<file path="src/rtl/sample_mover.sv">
`timescale 1ns/1ps
module sample_mover #(
  parameter int DW    = 16,
  parameter int AW    = 16,
  parameter int LW    = 8,
  parameter int DEPTH = 8
) (
  input  logic          clk,
  input  logic          rst_n,
  input  logic          start,
  input  logic [AW-1:0] src_base,
  input  logic [AW-1:0] dst_base,
  input  logic [LW-1:0] xfer_len,
  output logic          req_valid,
  input  logic          req_ack,
  output logic          req_write,
  output logic [AW-1:0] req_addr,
  output logic [DW-1:0] req_wdata,
  input  logic          rsp_valid,
  input  logic          rsp_write,
  input  logic [DW-1:0] rsp_rdata,
  output logic          rsp_ack,
  output logic          smp_valid,
  output logic [DW-1:0] smp_data,
  input  logic          smp_ready,
  input  logic          res_valid,
  input  logic [DW-1:0] res_data,
  output logic          res_ready,
  output logic          active
);
  localparam int PW = (DEPTH > 1) ? $clog2(DEPTH) : 1;
  localparam int CW = $clog2(DEPTH + 1);
  localparam logic [PW-1:0] LAST = PW'(DEPTH - 1);
  localparam logic [CW-1:0] FULL = CW'(DEPTH);

  typedef enum logic [1:0] {K_NONE, K_RD, K_WR} kind_t;
  kind_t cur;

  logic [AW-1:0] src_q, dst_q;
  logic [LW-1:0] len_q, rd_iss, wr_iss;
  logic [CW-1:0] rd_out;
  logic [LW:0]   wr_out;

  logic [DW-1:0] rf_mem [DEPTH];
  logic [PW-1:0] rf_wp, rf_rp;
  logic [CW-1:0] rf_cnt;
  logic [DW-1:0] wf_mem [DEPTH];
  logic [PW-1:0] wf_wp, wf_rp;
  logic [CW-1:0] wf_cnt;

  logic acc, rd_acc, wr_acc, rd_rsp, wr_rsp;
  logic rf_push, rf_pop, wf_push, wf_pop;
  logic rd_ok, wr_ok, all_done, launch;

  assign launch    = start && !active;
  assign acc       = req_valid && req_ack;
  assign rd_acc    = acc && !req_write;
  assign wr_acc    = acc && req_write;
  assign rsp_ack   = 1'b1;
  assign rd_rsp    = rsp_valid && rsp_ack && !rsp_write;
  assign wr_rsp    = rsp_valid && rsp_ack && rsp_write;

  assign rf_push   = rd_rsp;
  assign rf_pop    = smp_valid && smp_ready;
  assign wf_push   = res_valid && res_ready;
  assign wf_pop    = wr_acc;

  assign smp_valid = rf_cnt != '0;
  assign smp_data  = rf_mem[rf_rp];
  assign res_ready = active && (wf_cnt != FULL);

  assign req_valid = cur != K_NONE;
  assign req_write = cur == K_WR;
  assign req_addr  = req_write ? dst_q + AW'(wr_iss) : src_q + AW'(rd_iss);
  assign req_wdata = req_write ? wf_mem[wf_rp] : '0;

  assign rd_ok = active && (rd_iss != len_q) &&
                 (({1'b0, rf_cnt} + {1'b0, rd_out}) < {1'b0, FULL});
  assign wr_ok = active && (wr_iss != len_q) && (wf_cnt != '0);

  assign all_done = (rd_iss == len_q) && (wr_iss == len_q) &&
                    (rd_out == '0) && (wr_out == '0) &&
                    (rf_cnt == '0) && (wf_cnt == '0) && (cur == K_NONE);

  // job control
  always_ff @(posedge clk or negedge rst_n) begin
    if (!rst_n) begin
      active <= 1'b0;
      src_q  <= '0;
      dst_q  <= '0;
      len_q  <= '0;
    end else if (launch) begin
      active <= 1'b1;
      src_q  <= src_base;
      dst_q  <= dst_base;
      len_q  <= xfer_len;
    end else if (active && all_done) begin
      active <= 1'b0;
    end
  end

  // request sequencing: reads first, one idle cycle after each acknowledge
  always_ff @(posedge clk or negedge rst_n) begin
    if (!rst_n) begin
      cur <= K_NONE;
    end else if (!active) begin
      cur <= K_NONE;
    end else if (cur == K_NONE) begin
      if (rd_ok)      cur <= K_RD;
      else if (wr_ok) cur <= K_WR;
    end else if (req_ack) begin
      cur <= K_NONE;
    end
  end

  always_ff @(posedge clk or negedge rst_n) begin
    if (!rst_n) begin
      rd_iss <= '0;
      wr_iss <= '0;
      rd_out <= '0;
      wr_out <= '0;
    end else if (launch) begin
      rd_iss <= '0;
      wr_iss <= '0;
    end else begin
      if (rd_acc) rd_iss <= rd_iss + 1'b1;
      if (wr_acc) wr_iss <= wr_iss + 1'b1;
      case ({rd_acc, rd_rsp})
        2'b10:   rd_out <= rd_out + 1'b1;
        2'b01:   rd_out <= rd_out - 1'b1;
        default: rd_out <= rd_out;
      endcase
      case ({wr_acc, wr_rsp})
        2'b10:   wr_out <= wr_out + 1'b1;
        2'b01:   wr_out <= wr_out - 1'b1;
        default: wr_out <= wr_out;
      endcase
    end
  end

  // read buffer
  always_ff @(posedge clk or negedge rst_n) begin
    if (!rst_n) begin
      rf_wp  <= '0;
      rf_rp  <= '0;
      rf_cnt <= '0;
    end else begin
      if (rf_push) rf_wp <= (rf_wp == LAST) ? '0 : rf_wp + 1'b1;
      if (rf_pop)  rf_rp <= (rf_rp == LAST) ? '0 : rf_rp + 1'b1;
      if (rf_push && !rf_pop)      rf_cnt <= rf_cnt + 1'b1;
      else if (rf_pop && !rf_push) rf_cnt <= rf_cnt - 1'b1;
    end
  end

  always_ff @(posedge clk) begin
    if (rf_push) rf_mem[rf_wp] <= rsp_rdata;
  end

  // write buffer
  always_ff @(posedge clk or negedge rst_n) begin
    if (!rst_n) begin
      wf_wp  <= '0;
      wf_rp  <= '0;
      wf_cnt <= '0;
    end else begin
      if (wf_push) wf_wp <= (wf_wp == LAST) ? '0 : wf_wp + 1'b1;
      if (wf_pop)  wf_rp <= (wf_rp == LAST) ? '0 : wf_rp + 1'b1;
      if (wf_push && !wf_pop)      wf_cnt <= wf_cnt + 1'b1;
      else if (wf_pop && !wf_push) wf_cnt <= wf_cnt - 1'b1;
    end
  end

  always_ff @(posedge clk) begin
    if (wf_push) wf_mem[wf_wp] <= res_data;
  end

  p_req_hold_r3: assert property (@(posedge clk) disable iff (!rst_n)
    (req_valid && !req_ack) |=> (req_valid && $stable(req_addr) && $stable(req_write)
                                 && (!req_write || $stable(req_wdata))));

  p_inflight_cap_r5: assert property (@(posedge clk) disable iff (!rst_n)
    ({1'b0, rf_cnt} + {1'b0, rd_out}) <= {1'b0, FULL});

  p_rd_count_r4: assert property (@(posedge clk) disable iff (!rst_n)
    (req_valid && !req_write) |-> (rd_iss != len_q));

  p_wr_count_r7: assert property (@(posedge clk) disable iff (!rst_n)
    (req_valid && req_write) |-> (wr_iss != len_q) && (wf_cnt != '0));

  p_rsp_owed_r8: assert property (@(posedge clk) disable iff (!rst_n)
    rsp_valid |-> (rsp_write ? (wr_out != '0) : (rd_out != '0)));

  p_wf_full_block_r9: assert property (@(posedge clk) disable iff (!rst_n)
    (wf_cnt == FULL) |-> !res_ready);

  p_idle_quiet_r10: assert property (@(posedge clk) disable iff (!rst_n)
    !active |=> !req_valid);

  p_busy_start_r11: assert property (@(posedge clk) disable iff (!rst_n)
    (active && start) |=> $stable(src_q) && $stable(dst_q) && $stable(len_q));
endmodule

</file>
<file path="config.mk">
export PLATFORM = sky130hd
export DESIGN_NAME = sample_mover
export DESIGN_NICKNAME = d
export VERILOG_FILES = /design/src/rtl/sample_mover.sv
export SDC_FILE = /design/constraint.sdc
export NUM_CORES = 1
export LEC_CHECK = 0
export ABC_CLOCK_PERIOD_IN_PS = 3900
export BUFFER_PORTS_ARGS = -buffer_cell sky130_fd_sc_hd__buf_4
export CORE_MARGIN = 1
export CORE_UTILIZATION = 37
export DETAILED_ROUTE_END_ITERATION = 8
export SLEW_MARGIN = 20
export SYNTH_ARGS = -nofsm -noshare
export SYNTH_HDL_FRONTEND = slang
export SYNTH_SLANG_ARGS = --single-unit
</file>
<file path="constraint.sdc">
create_clock -name clk -period 3.9 [get_ports clk]
set_input_delay 0 -clock clk [delete_from_list [all_inputs] [get_ports clk]]
set_output_delay 0 -clock clk [all_outputs]
set_load 0.005 [all_outputs]
</file>
# Yosys cells after proc, flatten, opt, wreduce, memory -nomap -nowiden
# Memory sizes are Yosys's and may differ from the RTL's.
# Index checks and enable logic that the tools add are counted.
[op_classes] n_addsub=17 magnitude_cmp=1 eq_ne=16 n_mux=27 n_bitwise=1 reduce_logical=49
[op_table] operator="$add A16 B8 Y16" n=2
[op_table] operator="$mux W16" n=2
[op_table] operator="$mux W8" n=4
[op_table] operator="$logic_and A1 B1 Y1" n=24
[op_table] operator="$pmux W9 S2" n=1
[op_table] operator="$add A8 B1 Y8 const B" n=2
[op_table] operator="$eq A8 B8 Y1" n=2
[op_table] operator="$mux W4" n=4
[op_table] operator="$ne A8 B8 Y1" n=2
[op_table] operator="$reduce_bool A2 Y1" n=8
[op_table] operator="$add A3 B1 Y3 const B" n=4
[op_table] operator="$add A4 B1 Y4 const B" n=3
[op_table] operator="$eq A3 B3 Y1 const B" n=4
[op_table] operator="$logic_not A4 Y1" n=3
[op_table] operator="$mux W3" n=4
[op_table] operator="$sub A4 B1 Y4 const B" n=3
[op_table] operator="$mux W2" n=5
[op_table] operator="$add A9 B1 Y9 const B" n=1
[op_table] operator="$logic_not A9 Y1" n=1
[op_table] operator="$sub A9 B1 Y9 const B" n=1
[op_table] operator="$ne A4 B4 Y1 const B" n=2
[op_table] operator="$pmux W4 S2" n=1
[op_table] operator="$reduce_bool A4 Y1" n=2
[op_table] operator="$logic_not A1 Y1" n=7
[op_table] operator="9 further kinds" n=19
[word_totals] ff_bits=92 ramBits=256 output_inout_bits=54 word_cells=128 memories=2
[memory_table] memory="rf_mem" words=8 width=16 rd=1 rd_clocked_by_memory_dff=0 write_ports=1 line="44" source="logic [DW-1:0] rf_mem [DEPTH];"
[memory_table] memory="wf_mem" words=8 width=16 rd=1 rd_clocked_by_memory_dff=0 write_ports=1 line="47" source="logic [DW-1:0] wf_mem [DEPTH];"

# Logic depth before layout (Yosys ltp)
[depth] word_depth=10 mapped_depth=17 ltp_nobuf=13

# Worst setup path before layout
# OpenSTA, ideal clock, no wires.
[synth_path] path_kind="register to register" start="register cur[0]" end="register wr_out[8]" arrival_time_ps=3079 slack_ps=694 path_stages_with_launch=18 n_path_buf=4 synth_period_minus_slack_ps=3206 path_cell_list="dfrtp_1 -> nand2b_1 -> buf_6 -> inv_4 -> and2_4 -> buf_6 -> inv_1 -> ha_1 -> clkbuf_2 -> clkbuf_1 -> xor2_1 -> ha_1 -> and3b_1 -> o21ai_1 -> or4_1 -> o311ai_0 -> o31ai_1 -> xnor2_1"
[synth_between] elab_chain_len=6
[synth_rtl] item="from (decl)" line="37" source="kind_t cur;"
[synth_rtl] item="from (signal assigned)" line="105" source="cur <= K_NONE;"
[synth_rtl] item="from (signal assigned)" line="107" source="cur <= K_NONE;"
[synth_rtl] item="from (signal assigned)" line="109" source="if (rd_ok) cur <= K_RD;"
[synth_rtl] item="$reduce_bool A2 Y1" line="72" source="assign req_valid = cur != K_NONE;"
[synth_rtl] item="$logic_and A1 B1 Y1" line="56" source="assign acc = req_valid && req_ack;"
[synth_rtl] item="$logic_and A1 B1 Y1 *" line="58" source="assign wr_acc = acc && req_write;"
[synth_rtl] item="$eq A2 B1 Y1 / $eq A2 B2 Y1 (equally long branches)" line="133" source="case ({wr_acc, wr_rsp})"
[synth_rtl] item="$reduce_bool A2 Y1 (no source line)"
[synth_rtl] item="$reduce_and A2 Y1 (no source line)"
[synth_rtl] item="to (signal assigned)" line="134" source="2'b10: wr_out <= wr_out + 1'b1;"
[synth_rtl] item="to (signal assigned)" line="135" source="2'b01: wr_out <= wr_out - 1'b1;"
[synth_rtl] item="to (signal assigned)" line="136" source="default: wr_out <= wr_out;"
[synth_rtl] item="to (decl)" line="42" source="logic [LW:0] wr_out;"
# Mark *: on every way between the ends. The rest lies on a longest branch, timed or not.
# A chain may end at the register's enable or synchronous reset.

# Worst setup path in the final report
[layout_path] start="register cur[0]" end="register wr_out[6]"
# Same word-level chain as after synthesis.

==> results.rst <==
.. list-table::
   :header-rows: 1

   * - Metric
     - Value
   * - Setup Crit Path Kind
     - register to register
   * - Insertion delay to the later sink of the worst-skew pair
     - 540 ps
   * - Tmin final
     - 3353 ps
   * - Via count of the first global-routing pass
     - 9391
   * - Number of design rule violations left after detail routing
     - 0
   * - Post-detail-place hpwl
     - 20910 um
   * - Area growth from synthesis to layout
     - 23.56%
   * - Largest cells by area after synthesis
     - edfxtp_1 49%, dfrtp_1 15%, mux4_2 9.2%
   * - Final design instance area without fill
     - 0.01932 sq mm
   * - Worst r2r path cells
     - 13
   * - Final wirelength
     - 33270 um
   * - Largest clock skew in the final design
     - 22.26 ps
   * - Sequential share of power
     - 41.6%
   * - Post-DRT Antenna Nets
     - 0
   * - Via count normalized by instance count
     - 5.041
   * - Worst-path maximum fanout
     - 19
   * - Clk pin slew, worst setup/hold paths
     - 60 ps
   * - Worst R2R Setup Slack
     - 550 ps
   * - Clock tree from TritonCTS
     - built
   * - Post-Syn Nets
     - 1136
   * - Logic pwr share
     - 30.9%
   * - Final number of setup-violating endpoints
     - 0
   * - Buffers inserted by post-CTS timing repair
     - 0
   * - Number of antenna violations at the first check in global routing
     - 0
   * - Synthesized area per cell
     - 15.50 sq um
   * - Status
     - complete, no violations
   * - Count of placed standard cells in the final layout, fillers left out
     - 1800
   * - Required @ worst endpoint
     - 4360 ps
   * - Most used flip-flop cell after synthesis
     - edfxtp_1
   * - Vertical die dimension
     - 207.6 um
   * - Reg-to-reg endpoint
     - wr_out[6]
   * - Max-cap check violation count
     - 0
   * - Post-synth EDFFs
     - 256
   * - Total number of H-tree levels
     - 2
   * - Share of the synthesized area in the top cell type
     - 49.16%
   * - I/O pin count
     - 134
   * - Startpoint of the lowest-slack register-to-register path
     - cur[0]
   * - Via count
     - 9074
   * - Part of the Yosys area used for sequential elements
     - 63.88%
   * - Net Sw Frac
     - 30.97%
   * - Leakage power figure
     - 7.221 nW
   * - Number of warnings printed during yosys synthesis
     - 0
   * - Area post-placement
     - 0.01732 sq mm
   * - Die extent in x
     - 207.6 um
   * - Mapped Cells
     - 1009
   * - Worst slew margin
     - 36.55%
   * - Final period utilization
     - 85.97%
   * - Power per cell area
     - 661.7 mW/mm^2
   * - Total track usage
     - 15.79%
   * - Clock network power share
     - 27.6%
   * - Proportion of layout cells with a drive suffix above 1
     - 28.08%
   * - Maximum count of clock buffers along a single path
     - 3
   * - Initial cell density of the core
     - 37.87%
   * - Root buf cell
     - clkbuf_16
   * - Fmax
     - 298.3 MHz
   * - DRC marker count from the first detailed-route iteration
     - 410
   * - Total power draw
     - 12.79 mW
   * - Synth area leader
     - edfxtp_1
   * - Number of search-and-repair iterations in the first detailed-routing pass
     - 5
   * - Post-CTS sizing
     - 0
   * - Number of rows in the core area
     - 74
   * - Global-route wire length before repair
     - 53120 um
   * - Mean routed wirelength per cell
     - 18.48 um
   * - Total count of hold-check failures in the final report
     - 0
   * - TritonCTS Buffers
     - 39
   * - Max Transition Viols Final
     - 0
   * - Total net switching power
     - 3.960 mW
   * - Synthesis-stage register bit count
     - 348
   * - Netlist Area Pre-Place
     - 0.01564 sq mm
   * - Crit path DAT
     - 3810 ps
   * - Unrepaired setup endpoints after global routing
     - no
   * - Core area
     - 0.04129 sq mm
   * - Critical Path End Type
     - register
   * - Die area
     - 0.04309 sq mm
   * - Post-Route Setup TNS
     - 0 ps
   * - Worst Setup Start Kind
     - register
   * - Class of the tightest hold or removal check
     - primary input to register
   * - Layout net count
     - 1367
   * - Internal portion of total power
     - 8.826 mW
   * - Antenna diode instance count
     - 0
   * - Final weighted congestion of routability-driven global placement
     - 0.8020
   * - Worst voltage drop across the vdd grid
     - 0.0004026 V
   * - Count of placed standard cells including taps
     - 1654
   * - Hold depth
     - 3
   * - Number of buffers inserted by port buffering
     - 132
   * - End point of the most critical hold path
     - rf_wp[1]
   * - Aggregate global routing overflow
     - 0
   * - Number of unique standard cell types used by synthesis
     - 60
   * - WHS
     - 29.12 ps
   * - Total number of clock tree sinks
     - 348
   * - Maximum number of pins on one net before global-route repair
     - 68
   * - Transition time at the pin with the least slew margin
     - 951.8 ps
   * - Start point of the worst hold path
     - rsp_valid
   * - FFs w/ async S/R, synth
     - 26.44%
## cell usage in the layout (no fill, tap or decap), types with 42 or more instances in the layout
cell type	count
mux2_2	60
mux4_2	64
dfrtp_1	88
nor2_1	69
dlygate4sd3_1	77
edfxtp_1	256
ha_1	42
buf_4	155
xnor2_1	48
nand2_1	52
## power by group through the flow
stage               Sequential [mW]  Combinational (mW)  Clock [mW]
finish                         5.32                3.94        3.52
global route                   5.44                4.35        3.77
CTS                            5.34                4.03        3.64
detailed placement             5.42                3.94           0
global placement               5.39                3.89           0
floorplan                      4.92                2.90           0
## synth_stat cells (all sizes together), types with 22 or more instances
library cell	count
nand2	52
edfxtp	256
nor2	69
o21ai	29
xnor2	48
mux2	60
a21oi	28
ha	42
mux4	64
mux2i	30
inv	29
buf	22
dfrtp	92
## repair_timing
item,in CTS,in global routing
setup endpoints to repair,0,0
hold buffers,77,0
endpoints found under the hold margin,378,0
## stage by stage
stage                     utilization (%)  setup slack [ps]
final                               46.79             547.2
after global routing                46.79             252.6
after CTS                           46.79             561.6
after detailed placement            41.95             564.2
after global placement              41.95             647.2
after floorplan                         -             693.5
## sequential cells by signal (all words and copies together) (netlist names)
signal and count:
active 1, cur 2, dst_q 16, len_q 8
rd_iss 8, rd_out 4, rf_cnt 4, rf_mem 128
rf_rp 3, rf_wp 3, src_q 16, wf_cnt 4
wf_mem 128, wf_rp 3, wf_wp 3, wr_iss 8
wr_out 9
## critical path, cell delays in order, from the launching register on
cell      delay (ps)
dfrtp_1          430
nand2b_2         230
inv_4            160
and2_4           240
inv_1            150
ha_1             450
xor2_1           250
ha_1             220
and3b_1          180
o21ai_1          210
a21oi_1          150
o311a_1          310
a31oi_1          170
xnor2_1          130
## final cells by class
cell class / count / area, sq um
Sequential cell: 348 / 9995
Clock buffer: 50 / 1060
Multi-Input combinational cell: 590 / 5389
Timing Repair Buffer: 232 / 1934
Tap cell: 532 / 665.6
Inverter: 29 / 111.4
Clock inverter: 19 / 166.4
Fill cell: 3599 / 21970
## how the worst max path moves through the flow
stage          startpoint         to  slack (ps)  depth (start not counted)
4_1_cts            cur[0]  wr_out[8]         560                         13
2_1_floorplan      cur[0]  wr_out[8]         690                         17
3_5_place_dp       cur[0]  wr_out[8]         560                         13
6_report           cur[0]  wr_out[6]         550                         13
3_3_place_gp       cur[0]  wr_out[6]         650                         13
5_1_grt            cur[0]  wr_out[8]         250                         13
## logic make-up after synthesis
logic type | count (synthesis) | synth area share, %
other cells | 1 | 0.02398
mux | 154 | 15.46
xor+xnor | 68 | 3.809
simple gates | 218 | 6.761
flops | 348 | 63.88
buf+inv | 71 | 1.952
compound gates | 102 | 4.113
fa+ha+maj | 47 | 4.001
## routing by layer
layer,vias to the layer above,part of all wire (%),track usage (%)
met2,161,47,25.22
li1,4305,-,-
met4,0,2.0,4.375
met3,46,4.1,3.298
met5,-,0,0
met1,4562,47,21.84
Note: power is estimated with default switching activity, not from simulation.
